File: src/rtl/cpwm_dt.sv
module cpwm_dt #(
  parameter int W = 16
) (
  input  logic         clk,
  input  logic         rst_n,
  input  logic [W-1:0] tb_count,
  input  logic         tb_down,
  input  logic         tb_sync,
  input  logic [W-1:0] duty_thr,
  input  logic [W-1:0] dead_ticks,
  input  logic         dead_lead,
  input  logic         active_low,
  output logic         pwm_out
);
  localparam int XW = W + 1;

  logic [W-1:0] duty_q, dead_q;
  logic         lead_q, pol_q, st;

  wire [W-1:0]  duty_n = tb_sync ? duty_thr   : duty_q;
  wire [W-1:0]  dead_n = tb_sync ? dead_ticks : dead_q;
  wire          lead_n = tb_sync ? dead_lead  : lead_q;
  wire          pol_n  = tb_sync ? active_low : pol_q;

  wire [XW-1:0] base   = {1'b0, duty_n};
  wire [XW-1:0] late   = base + {1'b0, dead_n};
  wire [XW-1:0] up_thr = lead_n ? late : base;
  wire [XW-1:0] dn_thr = lead_n ? base : late;
  wire [XW-1:0] cnt_x  = {1'b0, tb_count};

  logic st_next;
  always_comb begin
    if (tb_sync)       st_next = cnt_x >= up_thr;
    else if (!tb_down) st_next = st | (cnt_x >= up_thr);
    else               st_next = st & (cnt_x >= dn_thr);
  end

  always_ff @(posedge clk or negedge rst_n) begin
    if (!rst_n) begin
      duty_q  <= '0;
      dead_q  <= '0;
      lead_q  <= 1'b0;
      pol_q   <= 1'b0;
      st      <= 1'b0;
      pwm_out <= 1'b0;
    end else begin
      duty_q  <= duty_n;
      dead_q  <= dead_n;
      lead_q  <= lead_n;
      pol_q   <= pol_n;
      st      <= st_next;
      pwm_out <= st_next ^ pol_n;
    end
  end
endmodule

File: config.mk
export PLATFORM = sky130hd
export DESIGN_NAME = cpwm_dt
export DESIGN_NICKNAME = d
export VERILOG_FILES = /design/src/rtl/cpwm_dt.sv
export SDC_FILE = /design/constraint.sdc
export NUM_CORES = 1
export LEC_CHECK = 0
export ABC_AREA = 1
export BUFFER_PORTS_ARGS = -buffer_cell sky130_fd_sc_hd__buf_4
export CAP_MARGIN = 20
export CORE_MARGIN = 1.5
export CORE_UTILIZATION = 56
export CTS_BUF_LIST = sky130_fd_sc_hd__clkbuf_2 sky130_fd_sc_hd__clkbuf_4 sky130_fd_sc_hd__clkbuf_8
export DETAILED_ROUTE_END_ITERATION = 7
export PLACE_DENSITY = 0.79
export SLEW_MARGIN = 15
export SYNTH_ARGS = -nofsm -noshare
export SYNTH_HDL_FRONTEND = slang
export SYNTH_SLANG_ARGS = --single-unit
File: constraint.sdc
create_clock -name clk -period 5.2 [get_ports clk]
set_clock_uncertainty 0.05 [all_clocks]
set_input_delay 1.04 -clock clk [delete_from_list [all_inputs] [get_ports clk]]
set_output_delay 1.04 -clock clk [all_outputs]
set_load 0.1 [all_outputs]
==> impl_metrics.toml, run 1 <==
[power]
clkPwrFrac = 0.207
vdd_ir_drop_max_v = 0.000164
switchingPower_mw = 0.418
p_per_area_nw_per_um2 = 275
seqPwrFrac = 0.304
switching_share = 0.402
p_total_mw = 1.04
power_frac_comb = 0.488
power.internal_mw = 0.623
leakagePower_nw = 2.05

[yosys]
avgSynthCellArea_um2 = 7.23
synth_top_family_by_area = "simple AND/OR/NAND/NOR gates"
ys_ff_latch = 36
syn_nets = 550
synth_xor_area_frac = 0.0271
synthMuxAreaShare = 0.00310
ys_warn_count = 0
synth-simple-area-share = 0.270
synth_compound_gate_area_share = 0.160
ys_types = 39
syn_inst = 447
ys_seq_area_frac = 0.279
syn-cell-area_um2 = 3230
yosys.area_share.adder = 0.192

[finish]
areaGrowthSynthToFinish_pct = 17.1
instances_no_fill = 570
diodes = 0
n_fill_cell = 505
fin_nets = 601
multi_input_area_um2 = 2110
final-seq-area_um2 = 901
final_layout_size_suffix_gt1_frac = 0.177

[global_routing]
grt_pass1_vias = 2925
grt_start_max_net_pins = 37
grt_overflow = 0
antenna_found_initial = 0
grt_pass1_wl_um = 13000
gr-usage-all-layers = 0.270

[clock_tree]
numCtsBuffers = 5
cts_resized = 0
clkLatencyLatePin_ps = 290
cts.path.max_buffers = 2
cts_tree = "done"
ctsHoldBuffers = 0
clock-sinks = 36
clk_pin_slew_ps = 70
post-cts-setup-buffers = 0
htreeDepth = 2
cts-root-buf = "clkbuf_8"

[timing]
relSlewSlack = 0.664
rsz0062_at_grt = "no"
setup_violations = 0
worst_pin_slew_ps = 503
holdWs_ps = 432
drv_slew = 0
min_period_over_period = 0.876
tns_ps = 0
fmax_mhz = 219
finalHoldViolations = 0
finalCriticalPeriod_ps = 4560

[route]
vias = 3050
via_per_inst = 5.35
drt_iter0_drc = 119
avgRoutedWirePerCell_um = 13.5
routed_wl_um = 7700
drtAntennaViolNets = 0
drt_first_pass_iters = 4
drc = 0

[die]
initial_core_util = 0.583
die-area_um2 = 6230
die_h_um = 79.0
die_x_um = 79.0
core-area_um2 = 5540
num_io_pins = 55
rows = 27

[run_status]
status = "completed"

[setup_path]
crit_path_max_fanout = 19
criticalPathCategory = "in2reg"
rrSetupSlack_ps = 1500
arrival_ps = 4690
required_ps = 5340
crit_path_end_kind = "flip-flop"
start_kind = "primary input"

[placed_design]
hpwl_um = 6190
io_buffer_count = 54
dp.cells = 563
routabilityCongestion = 0.999

[worst_hold_path]
hold_class = "reg2reg"

[flow_run]
cap_viol_max_count = 0
## synthesized netlist by cell type (all sizes together)
cell type	n	area (µm²)
nor3	5	25.0
a21oi	21	116
nand3	16	80.1
nand3b	2	15.0
a31oi	2	12.5
a21boi	2	18.8
a211oi	3	22.5
o31a	1	8.76
nand2	153	579
dfrtp	36	901
o21bai	4	30.0
ha	48	601
nor4	1	6.26
or2	13	81.3
o21ai	50	269
mux2i	1	10.0
a311oi	1	8.76
a21o	2	15.0
nor2	13	48.8
xor2	6	52.6
fa	1	20.0
inv	41	154
a41oi	1	8.76
or4	1	11.3
buf	9	47.6
nand4	4	25.0
clkbuf	4	15.0
xnor2	4	35.0
clkinv	1	5.00
o211ai	1	7.51
## power groups by stage
stage	Combinational [mW]	Clock (mW)	Sequential, mW
CTS	0.511	0.222	0.317
global placement	0.494	0	0.322
finish	0.509	0.216	0.317
detailed placement	0.509	0	0.322
global route	0.585	0.236	0.319
floorplan	0.353	0	0.340
## metrics by stage
stage | utilization | worst slack [ps] | area (µm²)
final | 0.683 | 644 | 3780
after global routing | 0.683 | 242 | 3780
after CTS | 0.683 | 674 | 3780
after detailed placement | 0.665 | 356 | 3690
after global placement | 0.665 | 434 | 3690
after floorplan | - | 777 | 3230
## layout by cell type (no fill, tap or decap), types with 3 or more instances in the layout
master	synthesis	routed
o21ai_0	40	40
a21oi_2	3	3
o21ai_1	7	7
dfrtp_1	36	36
ha_1	48	48
xnor2_1	4	4
nand4_1	4	4
inv_1	39	39
or2_2	11	11
xor2_1	6	6
nand2_1	151	151
nand3_1	16	16
clkbuf_8	0	7
o21bai_1	4	4
a21oi_1	18	18
nor2_1	13	13
nor3_1	5	5
buf_4	1	57
a211oi_1	3	3
## critical path, cell delays in order
cell and delay [ps]:
buf_4 160, inv_2 210, buf_4 280, nand2_1 70
nand2_1 150, ha_1 300, a21oi_1 140, nand2_1 120
a21oi_2 250, o21ai_2 120, a21boi_2 230, o211ai_1 130
nand3_1 100, o21ai_0 110, ha_1 300, inv_1 50
nor3_1 300, nand2_1 90, nand2_1 60, nand2_1 50
nand2_1 50, nand2_1 40, nand2_1 50, nand2_1 40
nand2_1 80, nand2_1 70, nand2_1 50, nand2_1 40
## flip-flops by register name (all words and copies together) (netlist names)
name	count
st	1
lead_q	1
dead_q	16
pol_q	1
duty_q	16
pwm_out	1
## metal layers
| layer | share of wire | GRT usage |
|---|---|---|
| met1 | 0.43 | 0.321 |
| met3 | 0.049 | 0.0540 |
| met5 | 0 | 0 |
| met4 | 0.023 | 0.0842 |
| met2 | 0.50 | 0.488 |
## final cells by class
class                   instances  area share
clock buffers                   7      0.0255
inverters                      42      0.0420
multi-input cells             356       0.557
flip-flops and latches         36       0.238
well taps                      72      0.0238
repair buffers                 57       0.113
## path summary, 6_finish.rpt
path                         endpoint      start  cells after the start
max                           pwm_out    tb_sync                     28
min                         dead_q[7]  dead_q[7]                      2
max reg2reg                   pwm_out  duty_q[3]                     25
min reg2reg                 dead_q[7]  dead_q[7]                      2
max in group asynchronous  duty_q[15]      rst_n                      1
min in group asynchronous   duty_q[0]      rst_n                      1
## logic make-up after synthesis
family	after synthesis
and+or+nand+nor	208
AOI/OAI and AO/OA	88
buffers and inverters	55
adders and majority gates	49
DFF	36
xor gates and xnor gates	10
muxes	1
No activity file was read; power rests on OpenSTA's default activity.
==> inputs of run 2 (changes only) <==
--- a/config.mk
+++ b/config.mk
@@ -10,9 +10,10 @@
 export CAP_MARGIN = 20
 export CORE_MARGIN = 1.5
 export CORE_UTILIZATION = 56
-export CTS_BUF_LIST = sky130_fd_sc_hd__clkbuf_2 sky130_fd_sc_hd__clkbuf_4 sky130_fd_sc_hd__clkbuf_8
+export CTS_BUF_LIST = sky130_fd_sc_hd__clkbuf_4
 export DETAILED_ROUTE_END_ITERATION = 7
 export PLACE_DENSITY = 0.79
+export REMOVE_ABC_BUFFERS = 1
 export SLEW_MARGIN = 15
 export SYNTH_ARGS = -nofsm -noshare
 export SYNTH_HDL_FRONTEND = slang
==> run 2 against run 1 <==
Cell area down 1.4%; sequential cell count unchanged; wire length is 0.82% lower; first-iteration DRC count shrank 18%; final cell count fell by 0.18%; critical endpoint unchanged.
==> impl_metrics.toml, run 2 (same netlist as run 1, synthesis figures left out) <==
[route]
vias = 3018
drt_first_pass_iters = 4
drt_iter0_drc = 98
avgRoutedWirePerCell_um = 13.4
drtAntennaViolNets = 0
routed_wl_um = 7640
drc = 0
via_per_inst = 5.30

[setup_path]
crit_path_max_incr_delay_ps = 390
rr_worst_depth = 25
critPathBufInv = 4
crit_top_cell = "nand2_1"
arrival_ps = 4820
rr_startpoint = "duty_q[1]"
rrSetupSlack_ps = 1400
slowest_stage = "inv_2"
cpLargestDelayFamily = "simple AND/OR/NAND/NOR gates"
start_kind = "primary input"
crit_path_max_fanout = 34
cp-endpoint = "pwm_out"
crit_path_end_kind = "flip-flop"
cp_num_cells = 28
startpoint = "tb_sync"
required_ps = 5390
criticalPathCategory = "in2reg"
regToRegEndpoint = "pwm_out"

[clock_tree]
cts.path.max_buffers = 2
cts_resized = 0
clock-sinks = 36
post-cts-setup-buffers = 0
clkLatencyLatePin_ps = 350
cts-root-buf = "clkbuf_4"
ctsHoldBuffers = 0
htreeDepth = 2
clk_pin_slew_ps = 110
cts_tree = "done"
numCtsBuffers = 5

[placed_design]
pre_cts_ws_ps = 240
placed_area_um2 = 3680
hpwl_um = 5990
io_buffer_count = 54
dp.cells = 562
routabilityCongestion = 1.00

[timing]
fmax_mhz = 216
rsz0062_at_grt = "no"
tns_ps = 0
drv_slew = 0
finalCriticalPeriod_ps = 4620
setup_ws_ps = 576
min_period_over_period = 0.889
finalHoldViolations = 0
worst_pin_slew_ps = 539
holdWs_ps = 432
relSlewSlack = 0.640
setup_violations = 0

[finish]
instances_no_fill = 569
diodes = 0
fin_nets = 600
reg.largest.list = "dead_q x16, duty_q x16"
final_common_cell = "nand2_1"
mostFrequentLayoutCells = "nand2_1 (151), buf_4 (56), ha_1 (48)"
areaGrowthSynthToFinish_pct = 15.4
final_area_um2 = 3730
fin_util = 0.673
final_layout_size_suffix_gt1_frac = 0.175

[power]
leakagePower_nw = 2.03
p_total_mw = 0.980
vdd_ir_drop_max_v = 0.000162
p_per_area_nw_per_um2 = 263

[global_routing]
grt_pass1_wl_um = 12800
grt_overflow = 0
antenna_found_initial = 0
grt_pass1_vias = 2930
grt_start_max_net_pins = 37
gr-usage-all-layers = 0.262

[die]
die_h_um = 79.0
die-area_um2 = 6230
initial_core_util = 0.583
die_x_um = 79.0
rows = 27
core-area_um2 = 5540
num_io_pins = 55

[worst_hold_path]
hp-start = "dead_q[5]"
hold_class = "reg2reg"

[run_status]
status = "completed"

[flow_run]
cap_viol_max_count = 0
run 2: changes by cell type in the layout (fill, tap and decap cells not counted):
cell | before | now
clkinv_2 | 1 | 2
buf_4 | 57 | 56
clkbuf_4 | 0 | 6
clkbuf_8 | 7 | 0
run 2: worst register-to-register path, delay by kind of cell (launching register included):
kind | cells | cell delay (ps)
AOI/OAI and AO/OA | 7 | 1350
adders and majority gates | 2 | 540
buffers and inverters | 2 | 190
DFF | 1 | 380
and+or+nand+nor | 14 | 1210
run 2: cell type report:
class / count / area, µm²
inverters: 42 / 159
multi-input cells: 356 / 2110
flip-flops and latches: 36 / 901
clock buffers: 6 / 45.0
well taps: 72 / 90.1
clock inverters: 1 / 5.00
fillers: 506 / 1810
repair buffers: 56 / 420
run 2: worst min path at each step:
stage | depth (start not counted) | end | slack (ps)
3_3_place_gp | 2 | dead_q[5] | 410
3_5_place_dp | 2 | dead_q[12] | 410
2_1_floorplan | 2 | dead_q[0] | 390
5_1_grt | 2 | dead_q[5] | 460
4_1_cts | 2 | dead_q[5] | 440
6_report | 2 | dead_q[5] | 430
run 2: layer usage:
metal / routed length [µm] / track usage / share of wire
met1: 3360 / 0.314 / 0.44
met5: 0 / 0 / 0
met3: 347 / 0.0437 / 0.045
met4: 97 / 0.0667 / 0.013
met2: 3830 / 0.484 / 0.50
run 2: power by group:
part	switching [mW]	internal, mW	leakage, nW
registers	0.00846	0.308	0.425
clock network	0.0972	0.0551	0.0315
logic	0.313	0.197	1.57
total	0.419	0.561	2.03
